## src/rtl/ddr3_init_pkg.sv

```systemverilog
package ddr3_init_pkg;

  typedef enum logic [2:0] {
    ST_RESET, ST_PWR, ST_CKE, ST_CMD, ST_GAP, ST_DLLK, ST_ZQW, ST_DONE
  } state_e;

  typedef enum logic [1:0] {CMD_NOP, CMD_MRS, CMD_ZQCL} cmd_e;

  typedef struct packed {
    cmd_e        kind;
    logic [2:0]  ba;
    logic [15:0] addr;
  } slot_t;

  localparam logic [2:0] STEP_LAST_MRS = 3'd4;
  localparam logic [2:0] STEP_ZQ       = 3'd5;

  localparam slot_t SLOT_NOP = '{kind: CMD_NOP, ba: 3'd0, addr: 16'h0000};

  // step order is behaviour: MR2, MR3, MR1, MR0 (DLL reset), MR0, ZQ long
  function automatic slot_t step_slot(input logic [2:0] idx);
    slot_t s;
    case (idx)
      3'd0:    s = '{kind: CMD_MRS,  ba: 3'd2, addr: 16'h0200};
      3'd1:    s = '{kind: CMD_MRS,  ba: 3'd3, addr: 16'h0000};
      3'd2:    s = '{kind: CMD_MRS,  ba: 3'd1, addr: 16'h0006};
      3'd3:    s = '{kind: CMD_MRS,  ba: 3'd0, addr: 16'h0320};
      3'd4:    s = '{kind: CMD_MRS,  ba: 3'd0, addr: 16'h0220};
      3'd5:    s = '{kind: CMD_ZQCL, ba: 3'd0, addr: 16'h0400};
      default: s = SLOT_NOP;
    endcase
    return s;
  endfunction

endpackage

```

## src/rtl/init_wait_cnt.sv

```systemverilog
module init_wait_cnt #(
  parameter int unsigned CNT_W = 16
) (
  input  logic             clk_i,
  input  logic             rst_ni,
  input  logic             load_i,
  input  logic [CNT_W-1:0] load_val_i,
  output logic             zero_o
);

  logic [CNT_W-1:0] cnt_q;

  always_ff @(posedge clk_i or negedge rst_ni) begin
    if (!rst_ni)            cnt_q <= '0;
    else if (load_i)        cnt_q <= load_val_i;
    else if (cnt_q != '0)   cnt_q <= cnt_q - 1'b1;
  end

  assign zero_o = (cnt_q == '0);

  AST_CNT_NO_WRAP: assert property (@(posedge clk_i) disable iff (!rst_ni)
    (!load_i && zero_o) |=> zero_o);

endmodule

```

## src/rtl/init_cmd_enc.sv

```systemverilog
module init_cmd_enc
  import ddr3_init_pkg::*;
#(
  parameter int unsigned ADDR_W = 14,
  parameter int unsigned BA_W   = 3
) (
  input  logic              clk_i,
  input  logic              rst_ni,
  input  slot_t             slot_i,
  output logic              cs_n_o,
  output logic              ras_n_o,
  output logic              cas_n_o,
  output logic              we_n_o,
  output logic [BA_W-1:0]   ba_o,
  output logic [ADDR_W-1:0] addr_o
);

  always_comb begin
    cs_n_o  = 1'b1;
    ras_n_o = 1'b1;
    cas_n_o = 1'b1;
    we_n_o  = 1'b1;
    ba_o    = '0;
    addr_o  = '0;
    case (slot_i.kind)
      CMD_MRS: begin
        cs_n_o = 1'b0; ras_n_o = 1'b0; cas_n_o = 1'b0; we_n_o = 1'b0;
        ba_o   = slot_i.ba[BA_W-1:0];
        addr_o = slot_i.addr[ADDR_W-1:0];
      end
      CMD_ZQCL: begin
        cs_n_o = 1'b0; we_n_o = 1'b0;
        ba_o   = slot_i.ba[BA_W-1:0];
        addr_o = slot_i.addr[ADDR_W-1:0];
      end
      default: ;
    endcase
  end

  AST_ZQ_A10: assert property (@(posedge clk_i) disable iff (!rst_ni)
    (!cs_n_o && ras_n_o && cas_n_o && !we_n_o) |-> (addr_o[10] && ba_o == '0));

  AST_MRS_BANK: assert property (@(posedge clk_i) disable iff (!rst_ni)
    (!cs_n_o && !ras_n_o) |-> (ba_o < BA_W'(4)));

endmodule

```

## src/rtl/ddr3_init_seq.sv

```systemverilog
module ddr3_init_seq
  import ddr3_init_pkg::*;
#(
  parameter int unsigned ADDR_W     = 14,
  parameter int unsigned BA_W       = 3,
  parameter int unsigned T_PWR_CYC  = 50000,
  parameter int unsigned T_XPR_CYC  = 27,
  parameter int unsigned T_MRD_CYC  = 4,
  parameter int unsigned T_DLLK_CYC = 600,
  parameter int unsigned T_ZQ_CYC   = 600
) (
  input  logic              clk_i,
  input  logic              rst_ni,
  output logic              mem_rst_n_o,
  output logic              cke_o,
  output logic              odt_o,
  output logic              cs_n_o,
  output logic              ras_n_o,
  output logic              cas_n_o,
  output logic              we_n_o,
  output logic [BA_W-1:0]   ba_o,
  output logic [ADDR_W-1:0] addr_o,
  output logic              init_done_o
);

  localparam int unsigned MAX_A   = (T_PWR_CYC > T_XPR_CYC) ? T_PWR_CYC : T_XPR_CYC;
  localparam int unsigned MAX_B   = (T_DLLK_CYC > T_ZQ_CYC) ? T_DLLK_CYC : T_ZQ_CYC;
  localparam int unsigned MAX_C   = (MAX_A > MAX_B) ? MAX_A : MAX_B;
  localparam int unsigned MAX_W   = (MAX_C > T_MRD_CYC) ? MAX_C : T_MRD_CYC;
  localparam int unsigned CNT_W   = $clog2(MAX_W + 1);

  state_e           state_q, state_d;
  logic [2:0]       step_q, step_d;
  logic             cnt_load, cnt_zero;
  logic [CNT_W-1:0] cnt_val;
  slot_t            slot;

  always_ff @(posedge clk_i or negedge rst_ni) begin
    if (!rst_ni) begin
      state_q <= ST_RESET;
      step_q  <= '0;
    end else begin
      state_q <= state_d;
      step_q  <= step_d;
    end
  end

  always_comb begin
    state_d = state_q;
    step_d  = step_q;
    case (state_q)
      ST_RESET: state_d = ST_PWR;
      ST_PWR:   if (cnt_zero) state_d = ST_CKE;
      ST_CKE:   if (cnt_zero) state_d = ST_CMD;
      ST_CMD: begin
        step_d = step_q + 3'd1;
        if (step_q == STEP_LAST_MRS)  state_d = ST_DLLK;
        else if (step_q == STEP_ZQ)   state_d = ST_ZQW;
        else                          state_d = ST_GAP;
      end
      ST_GAP, ST_DLLK: if (cnt_zero) state_d = ST_CMD;
      ST_ZQW:   if (cnt_zero) state_d = ST_DONE;
      default:  state_d = ST_DONE;
    endcase
  end

  // load on entry so a wait state lasts exactly its parameter
  assign cnt_load = (state_d != state_q);

  always_comb begin
    case (state_d)
      ST_PWR:  cnt_val = CNT_W'(T_PWR_CYC - 1);
      ST_CKE:  cnt_val = CNT_W'(T_XPR_CYC - 1);
      ST_GAP:  cnt_val = CNT_W'(T_MRD_CYC - 1);
      ST_DLLK: cnt_val = CNT_W'(T_DLLK_CYC - 1);
      ST_ZQW:  cnt_val = CNT_W'(T_ZQ_CYC - 1);
      default: cnt_val = '0;
    endcase
  end

  init_wait_cnt #(.CNT_W(CNT_W)) u_wait (
    .clk_i      (clk_i),
    .rst_ni     (rst_ni),
    .load_i     (cnt_load),
    .load_val_i (cnt_val),
    .zero_o     (cnt_zero)
  );

  assign slot = (state_q == ST_CMD) ? step_slot(step_q) : SLOT_NOP;

  init_cmd_enc #(.ADDR_W(ADDR_W), .BA_W(BA_W)) u_enc (
    .clk_i   (clk_i),
    .rst_ni  (rst_ni),
    .slot_i  (slot),
    .cs_n_o  (cs_n_o),
    .ras_n_o (ras_n_o),
    .cas_n_o (cas_n_o),
    .we_n_o  (we_n_o),
    .ba_o    (ba_o),
    .addr_o  (addr_o)
  );

  assign mem_rst_n_o = (state_q != ST_RESET);
  assign odt_o       = (state_q != ST_RESET);
  assign cke_o       = (state_q != ST_RESET) && (state_q != ST_PWR);
  assign init_done_o = (state_q == ST_DONE);

  AST_CMD_NEEDS_CKE: assert property (@(posedge clk_i) disable iff (!rst_ni)
    !cs_n_o |-> cke_o);

  AST_CKE_STICKY: assert property (@(posedge clk_i) disable iff (!rst_ni)
    cke_o |=> cke_o);

  AST_CKE_AFTER_RST: assert property (@(posedge clk_i) disable iff (!rst_ni)
    cke_o |-> (mem_rst_n_o && odt_o));

  AST_CMD_ONE_CYCLE: assert property (@(posedge clk_i) disable iff (!rst_ni)
    !cs_n_o |=> cs_n_o);

  AST_DONE_STICKY: assert property (@(posedge clk_i) disable iff (!rst_ni)
    init_done_o |=> init_done_o);

  AST_DONE_QUIET: assert property (@(posedge clk_i) disable iff (!rst_ni)
    init_done_o |-> cs_n_o);

endmodule

```

## config.mk

```make
export PLATFORM = sky130hd
export DESIGN_NAME = ddr3_init_seq
export DESIGN_NICKNAME = d
export VERILOG_FILES = /design/src/rtl/ddr3_init_pkg.sv /design/src/rtl/init_wait_cnt.sv /design/src/rtl/init_cmd_enc.sv /design/src/rtl/ddr3_init_seq.sv
export SDC_FILE = /design/constraint.sdc
export NUM_CORES = 1
export LEC_CHECK = 0
export BUFFER_PORTS_ARGS = -buffer_cell sky130_fd_sc_hd__buf_4
export CAP_MARGIN = 10
export CORE_ASPECT_RATIO = 1.25
export CORE_UTILIZATION = 46
export CTS_CLUSTER_DIAMETER = 150
export DETAILED_ROUTE_END_ITERATION = 12
export PLACE_DENSITY_LB_ADDON = 0.25
export REMOVE_ABC_BUFFERS = 1
export SLEW_MARGIN = 20
export SYNTH_ARGS = -nofsm -noshare
export SYNTH_HDL_FRONTEND = slang
export SYNTH_SLANG_ARGS = --single-unit
```

## constraint.sdc

```tcl
create_clock -name clk_i -period 3.1 [get_ports clk_i]
set_clock_uncertainty 0.15 [all_clocks]
set_input_delay 0.31 -clock clk_i [delete_from_list [all_inputs] [get_ports clk_i]]
set_output_delay 0.31 -clock clk_i [all_outputs]
set_load 0.01 [all_outputs]
```

# Word-level counts from Yosys, hierarchy flattened
# Cells that the tools add are included.
[totals] output_inout_bits=25 inputBits=2 register_bits=22 wordCells=51
[classes] muxes=15 n_reduce_logical=10 addsub=2 n_eq_ne=21
[op_table] operator="one-hot mux 21 bit (6 select lines)" n=1
[op_table] operator="one-hot mux 16 bit (4 select lines)" n=1
[op_table] operator="2-to-1 mux 16 bit" n=2
[op_table] operator="== test 3 bit, second input constant" n=9
[op_table] operator="2-to-1 mux 21 bit" n=1
[op_table] operator="zero test 16 bit" n=1
[op_table] operator="nonzero test 16 bit" n=1
[op_table] operator="subtractor 16 x 1 -> 16 bit, second input constant" n=1
[op_table] operator="== test 3 x 2 -> 1 bit, second input constant" n=5
[op_table] operator="one-hot mux 3 bit (5 select lines)" n=1
[op_table] operator="2-to-1 mux 14 bit" n=1
[op_table] operator="2-to-1 mux 3 bit" n=4
[op_table] operator="== test 3 x 1 -> 1 bit, second input constant" n=3
[op_table] operator="zero test 3 bit" n=2
[op_table] operator="2-to-1 mux 2 bit" n=2
[op_table] operator="OR reduction 2 bit" n=2
[op_table] operator="adder 3 x 1 -> 3 bit, second input constant" n=1
[op_table] operator="!= test 3 x 1 -> 1 bit, second input constant" n=1
[op_table] operator="!= test 3 bit" n=1
[op_table] operator="nonzero test 3 bit" n=1
[op_table] operator="OR reduction 3 bit" n=1
[op_table] operator="== test 2 x 1 -> 1 bit, second input constant" n=1
[op_table] operator="== test 2 bit, second input constant" n=1
[op_table] operator="2-to-1 mux 1 bit" n=2
[op_table] operator="other kinds (2)" n=2

# Longest topological paths before layout
# Gate-level depths: netlist of the first run.
[depth] ltp_word=8 depth_mapped=10 ltp_nobuf=9

# Hierarchy
# Synthesis of the first run repeated with hierarchy kept, for this count alone.
[hier_totals] hier_cells=201 area_unflattened_um2=1809.2
[by_module_without_submodules] mod="init_wait_cnt" cells_each=104 area_per_inst_um2=1006.0 seq_area_each_um2=400.4 instances=1
[by_module_without_submodules] mod="ddr3_init_seq" cells_each=74 area_per_inst_um2=633.1 seq_area_each_um2=150.1 instances=1
[by_module_without_submodules] mod="init_cmd_enc" cells_each=23 area_per_inst_um2=170.2 seq_area_each_um2=0.0 instances=1

# Worst setup path before layout of the first run
# No wires, ideal clock.
[synth_path] path_kind="flip-flop to output port" start="register step_q[2]" end="output addr_o[2]" path_stages_with_launch=10 t_arrival_ns=2.365 slack_ns=0.275 t_required_ns=2.640 cell_sequence="dfrtp_1 -> clkbuf_1 -> inv_1 -> ha_1 -> nor2_1 -> o21ai_0 -> and2_1 -> ha_1 -> nor4_1 -> buf_4"
[synth_between] elab_chain_cells=6 word_cells_on_any_way=12 classes_between="eq/ne (7); mux (3); reduce/logical (2)"
[synth_lines] element="from (decl)" line="ddr3_init_seq.sv:33" rtl="logic [2:0] step_q, step_d;"
[synth_lines] element="from (signal assigned)" line="ddr3_init_seq.sv:44" rtl="step_q <= step_d;"
[synth_lines] element="== test 3 bit (tied with other cells)" line="ddr3_init_pkg.sv:23" rtl="case (idx)"
[synth_lines] element="one-hot mux 21 bit (6 select lines) *" line="ddr3_init_pkg.sv:23"
[synth_lines] element="2-to-1 mux 21 bit *" line="ddr3_init_seq.sv:89" rtl="assign slot = (state_q == ST_CMD) ? step_slot(step_q) : SLOT_NOP;"
[synth_lines] element="== test 2 x 1 -> 1 bit / == test 2 bit (equally long branches)" line="init_cmd_enc.sv:25" rtl="case (slot_i.kind)"
[synth_lines] element="OR reduction 2 bit (no source line)"
[synth_lines] element="2-to-1 mux 14 bit *" line="init_cmd_enc.sv:25"
[synth_lines] element="to (decl)" line="ddr3_init_seq.sv:22" rtl="output logic [ADDR_W-1:0] addr_o,"
# Mark *: on every way between the ends. The rest lies on a longest branch, timed or not.

# Final worst setup path of the first run
[layout_path] start="register step_q[0]" end="output addr_o[2]"
# Same word-level chain as after synthesis.

==> results of run 1 <==
-- what timing repair did --
item,4_1_cts,5_1_grt
hold endpoints to repair,22,0
hold buffers,1,0
resized for setup,0,3
endpoints found under the setup margin,0,5
-- worst max-delay path, delay by kind of cell (launching register included) --
kind | cells | cell delay (ns)
compound gates | 1 | 0.09
fa+ha+maj | 3 | 0.77
buf+inv | 1 | 0.19
flops | 1 | 0.43
simple gates | 3 | 0.67
-- per-layer routing --
metal	track usage (%)	vias up	wire length [µm]
met3	2.80	8	98
met5	0	-	0
met2	36.1	26	1950
met4	5.96	0	56
li1	-	674	-
met1	24.9	653	1540
-- state kept, by name, indices dropped and copies added, names as in the netlist --
| signal | cells |
|---|---|
| u_wait.cnt_q | 16 |
| state_q | 3 |
| step_q | 3 |
-- power breakdown --
part | switching, mW | leakage (nW) | internal (mW)
sequential | 0 | 0.254 | 0.287
combinational | 0.0107 | 0.562 | 0.00168
clock | 0.0951 | 0.0288 | 0.113
total | 0.106 | 0.845 | 0.402
-- path summary, 6_finish.rpt --
path,start,to,slack (ns),cells past startpoint
min reg2reg,step_q[0],step_q[0],0.39,1
max,step_q[0],addr_o[2],0.23,8
max reg2reg,u_wait.cnt_q[0],u_wait.cnt_q[7],0.92,6
max in group asynchronous,rst_ni,step_q[2],2.23,2
min in group clk_i,step_q[0],step_q[0],0.39,1
min,rst_ni,u_wait.cnt_q[7],0.32,2
-- final cells by class --
class	instances	area [µm²]	share of cell area (%)
clock buffer	4	55.1	3.00
sequential	22	552	30.0
multi-input combinational	140	981	53.4
inverter	13	48.8	2.65
timing repair buffer	20	153	8.30
tap	39	48.8	2.65
-- cells in the final DEF (no fill, tap or decap), types with 2 or more instances in the layout --
cell type and n:
nor3_1 3, o32ai_1 2, xnor2_1 3, or4_1 3
mux2i_1 4, nand2b_1 3, and3_1 2, nor4_4 2
o21ai_1 4, o21ai_0 4, buf_4 19, inv_1 13
o221ai_1 3, or3_1 2, o31ai_1 3, nor2_1 15
nand2_1 15, or2_2 2, xor2_1 3, dfrtp_1 21
clkbuf_8 4, conb_1 9, nand4_1 3, a21oi_1 12
ha_1 9, and2_1 2, a41oi_1 2, nor4_1 4
a21boi_1 2, nand3_1 4
-- cells by family after synthesis --
logic type / synth area share, %
AND/OR/NAND/NOR: 25.7
AO/OA/AOI/OAI: 17.1
buffers and inverters: 10.4
flip-flops: 32.9
adder cells (fa/ha/maj): 7.48
XOR/XNOR: 3.14
multiplexers: 3.07
other: 0.224
-- metrics by stage --
step	hold WS (ns)	power, mW	instances	area, µm²
floorplan	-0.136	0.297	175	1580
global placement	0.0649	0.304	233	1770
detailed placement	0.0671	0.304	233	1770
CTS	0.323	0.511	238	1830
global route	0.338	0.524	238	1840
finish	0.317	0.507	238	1840
==> reports/results.tsv, run 1 <==
stage	metric	value	unit
drt	# DRC	0	
setup_path	CP startpoint kind	flip-flop	
setup_path	required time of the critical path	2.64	ns
sta	fin crit share	92.7	%
synth	Synth cell types	51	
clock_tree	CTS max path bufs	2	
synth	area leader, netlist	dfrtp_1	
sta	slew margin rel.	59.4	%
setup_path	CP peak stage delay	0.43	ns
synth	Primary FF master, synth	dfrtp_1	
setup_path	Slowest-stage cell, CP	dfrtp_1	
die	core footprint	3480	µm²
global_routing	GRT Overall Usage	20.1	%
final_layout	share of cells above drive strength 1	19.1	%
worst_hold_path	Worst Hold Class	in2async	
sta	Setup-failing EPs final	0	
sta	maximum clock rate	0.348	GHz
global_routing	first-pass GRT wire length	6.31	mm
placement	Place WS	0.440	ns
final_layout	Util after Layout	52.8	%
drt	Final ANT Viol Nets	0	
clock_tree	htree depth	1	
clock_tree	CTS sink cnt	22	
die	Chip Height	69.4	µm
placement	HPWL Detailed	2.79	mm
clock_tree	CTS clock-pin slew for the worst setup and hold paths	0.09	ns
clock_tree	Root Buffer	clkbuf_8	
placement	gpl congestion	0.766	
setup_path	CP Cell Sequence	ha_1, ha_1, nor2_1, o21ai_0, and2_1, ha_2, nor4_1, buf_4	
sta	post-route setup slack	0.226	ns
global_routing	GRT Residual Overflow	0	
status	outcome	completed	
die	Initial Utilization	48.0	%
setup_path	crit-path most repeated cell	ha_1	
die	total die area	3880	µm²
setup_path	Worst Path Max Fanout	6	
synth	syn_area_per_cell	9.04	µm²
die	chip width	55.9	µm
sta	Slew @ Worst Pin	0.604	ns
sta	Setup TNS	0	ns
setup_path	CP Data Arrival Time	2.41	ns
placement	Port Buffers	17	
clock_tree	total CTS buffers	3	
power	Leak	0.845	nW
synth	Post-Synthesis Cell Area	1670	µm²
die	num ports	27	
global_routing	largest net degree at the start of global routing	23	
final_layout	Total Nets Final	212	
global_routing	number of global-route vias before repair	1385	
drt	drt total wl	3.64	mm
setup_path	Worst Setup End Kind	primary output	
synth	post-synthesis cell count	185	
drt	Vias	1361	
synth	top-area cell type share of the netlist area	32.9	%
synth	Post-synth ARST share	100	%
synth	number of synthesized flops with an enable pin	0	
global_routing	initial antenna violation count	0	
clock_tree	Post-CTS Setup Bufs	0	
sta	Final Critical Period	2.87	ns
sta	endpoints failing hold	0	
final_layout	area grow syn2layout	9.87	%
synth	Commonest cells post-synth	22 x dfrtp_1, 15 x nand2_1, 15 x nor2_1	
clock_tree	Clock Latency Late Sink	0.26	ns
synth	ranking of synthesized cells by area	dfrtp_1 33%, ha_1 7.5%, buf_4 5.8%	
drt	DRT Pass-1 Iters	4	
setup_path	classification of the worst setup path	reg2out	
sta	RSZ-0062 raised after global routing	false	
power	PD cells	276	nW/µm²
job	max-cap viol count	0	
final_layout	Fillers	319	
drt	routed len/inst	15.3	µm
sta	fin. max-slew vios	0	
die	Row Count	24	
clock_tree	CTS tree	yes	
drt	drt initial violations	52	
drt	Via density	5.72	
synth	sequential cell area fraction in the yosys report	32.9	%
power	maximum VDD drop	0.000217	V
final_layout	Ant. Diodes	0	
synth	Synthesis Warnings	0	
synth	most frequent cell after synthesis	dfrtp_1	
synth	Synth Register Bits	22	
No activity file was read; power rests on OpenSTA's default activity.
==> inputs of run 2 (changes only) <==
--- a/config.mk
+++ b/config.mk
@@ -5,10 +5,11 @@
 export SDC_FILE = /design/constraint.sdc
 export NUM_CORES = 1
 export LEC_CHECK = 0
+export ABC_CLOCK_PERIOD_IN_PS = 3100
 export BUFFER_PORTS_ARGS = -buffer_cell sky130_fd_sc_hd__buf_4
 export CAP_MARGIN = 10
 export CORE_ASPECT_RATIO = 1.25
-export CORE_UTILIZATION = 46
+export CORE_UTILIZATION = 50
 export CTS_CLUSTER_DIAMETER = 150
 export DETAILED_ROUTE_END_ITERATION = 12
 export PLACE_DENSITY_LB_ADDON = 0.25
@@ -17,3 +18,4 @@
 export SYNTH_ARGS = -nofsm -noshare
 export SYNTH_HDL_FRONTEND = slang
 export SYNTH_SLANG_ARGS = --single-unit
+export TNS_END_PERCENT = 50
==> run 2 against run 1 <==
Compared with the run above:
- via count is 1.2% higher
- sequential share of layout area is 0.061 points higher
- largest power group unchanged
- combinational power hardly changed
- worst setup slack worse by 0.052 ns
- highest routed layer unchanged
- non-clock buffer count is 1 lower
- total power is 0.53% higher
- first-iteration DRC count is 7.7% lower
- die area is 7.8% lower
- register-to-register slack worse by 0.03 ns
- final cell count is 1.3% lower
- flip-flop and latch count stayed put
==> reports/results.tsv, run 2 (same netlist as run 1, synthesis figures left out) <==
stage	metric	value	unit
die	num ports	27	
die	Row Count	23	
drt	drt total wl	3.78	mm
sta	RSZ-0062 raised after global routing	false	
clock_tree	CTS max path bufs	2	
clock_tree	Clock Latency Late Sink	0.26	ns
drt	Via density	5.86	
global_routing	GRT Residual Overflow	0	
final_layout	Finished Layout Cells	235	
final_layout	share of cells above drive strength 1	19.2	%
drt	Final ANT Viol Nets	0	
sta	fin. max-slew vios	0	
setup_path	required time of the critical path	2.64	ns
die	total die area	3580	µm²
placement	Port Buffers	17	
placement	gpl congestion	0.836	
sta	slew margin rel.	63.8	%
power	Pwr Total	510	µW
final_layout	area grow syn2layout	9.65	%
sta	Setup TNS	0	ns
drt	drt initial violations	48	
sta	Slew @ Worst Pin	0.540	ns
setup_path	CP Data Arrival Time	2.47	ns
setup_path	CP peak stage delay	0.43	ns
final_layout	Ant. Diodes	0	
global_routing	initial antenna violation count	0	
sta	endpoints failing hold	0	
setup_path	CP Cell Sequence	ha_1, ha_1, nor2_1, o21ai_0, and2_1, ha_2, nor2_1, o21ai_1, a21oi_1, buf_4	
sta	Final Critical Period	2.93	ns
clock_tree	Root Buffer	clkbuf_8	
final_layout	Util after Layout	57.4	%
clock_tree	Post-CTS Setup Bufs	0	
setup_path	delay-heaviest family, CP	adder cells	
final_layout	max reg flops	16	
final_layout	most common cell after layout, fill and taps aside	dfrtp_1	
clock_tree	total CTS buffers	3	
placement	total placed instance area	1760	µm²
final_layout	Largest Register	u_wait.cnt_q	
die	chip width	53.7	µm
clock_tree	CTS clock-pin slew for the worst setup and hold paths	0.08	ns
power	maximum VDD drop	0.000169	V
global_routing	first-pass GRT wire length	6.08	mm
global_routing	GRT Overall Usage	23.4	%
setup_path	Worst Setup End Kind	primary output	
setup_path	reg2reg end	u_wait.cnt_q[11]	
job	max-cap viol count	0	
setup_path	worst reg-to-reg path cell count	6	
global_routing	largest net degree at the start of global routing	23	
sta	maximum clock rate	0.342	GHz
die	Initial Utilization	52.4	%
drt	Vias	1377	
setup_path	Slowest-stage cell, CP	dfrtp_1	
clock_tree	CTS tree	yes	
power	Leak	0.840	nW
setup_path	slack of the worst reg-to-reg path	0.89	ns
placement	HPWL Detailed	2.81	mm
power	PD cells	278	nW/µm²
final_layout	post-route cell area	1830	µm²
drt	# DRC	0	
setup_path	r2r startpoint	u_wait.cnt_q[0]	
final_layout	top flop regs	u_wait.cnt_q (16), state_q (3), step_q (3)	
worst_hold_path	Worst Hold Class	in2async	
setup_path	WP buf/inv	1	
clock_tree	CTS sink cnt	22	
drt	routed len/inst	16.1	µm
setup_path	Worst Path Max Fanout	6	
clock_tree	htree depth	1	
die	Chip Height	66.7	µm
final_layout	Fillers	284	
final_layout	commonest cells after routing, fill and taps aside	21 x dfrtp_1, 18 x buf_4, 15 x nand2_1, 15 x nor2_1, 13 x inv_1	
sta	Setup-failing EPs final	0	
die	core footprint	3190	µm²
placement	DP Cell Count	230	
final_layout	Total Nets Final	211	
setup_path	classification of the worst setup path	reg2out	
status	outcome	completed	
setup_path	CP startpoint kind	flip-flop	
sta	fin crit share	94.4	%
drt	DRT Pass-1 Iters	5	
global_routing	number of global-route vias before repair	1259	
-- run 2: layout make-up --
class                   instances  area [µm²]  area share [%]
clock buffers                   4        55.1            3.00
flip-flops and latches         22         552            30.1
repair buffers                 19         145            7.91
multi-input cells             140         987            53.8
inverters                      13        48.8            2.66
well taps                      37        46.3            2.52
-- run 2: per-layer routing --
| metal | GRT usage, % | part of all wire [%] | routed length [µm] | vias up |
|---|---|---|---|---|
| met1 | 28.0 | 41 | 1560 | 672 |
| met3 | 2.05 | 2.4 | 92 | 5 |
| li1 | - | - | - | 671 |
| met2 | 42.7 | 55 | 2090 | 29 |
| met5 | 0 | 0 | 0 | - |
| met4 | 5.92 | 0.95 | 36 | 0 |
-- run 2: worst max-delay path by stage --
stage,from,to,slack (ns),cells past startpoint
floorplan,step_q[0],addr_o[1],0.31,7
global placement,step_q[2],addr_o[2],0.47,8
detailed placement,step_q[2],addr_o[1],0.40,8
CTS,step_q[2],addr_o[1],0.1,8
global route,step_q[0],addr_o[5],0.03,10
finish,step_q[0],addr_o[5],0.17,10
-- run 2: what timing repair did --
action | 4_1_cts | 5_1_grt
hold buffers | 1 | 0
endpoints found under the setup margin | 0 | 4
endpoints found under the hold margin | 22 | 0
resized for setup | 0 | 4
-- run 2: metrics by stage --
step                setup WS, ns  hold slack (ns)
finish                     0.174            0.317
global route              0.0317            0.356
CTS                       0.0954            0.329
detailed placement         0.397           0.0745
global placement           0.474           0.0673
floorplan                  0.313           -0.136
-- run 2: where the power goes --
| part | leakage (nW) | total, mW | switching [mW] | internal [mW] |
|---|---|---|---|---|
| logic | 0.557 | 0.0125 | 0.0108 | 0.00168 |
| registers | 0.254 | 0.287 | 0 | 0.287 |
| clock network | 0.0288 | 0.211 | 0.0976 | 0.113 |
-- run 2: worst reg2reg max path, cell delays in order (launching register included) --
cell and delay [ns]:
dfrtp_1 0.45, inv_1 0.11, ha_1 0.16, nor4b_4 0.38
nand4_2 0.33, o221ai_2 0.42, nor2_1 0.09
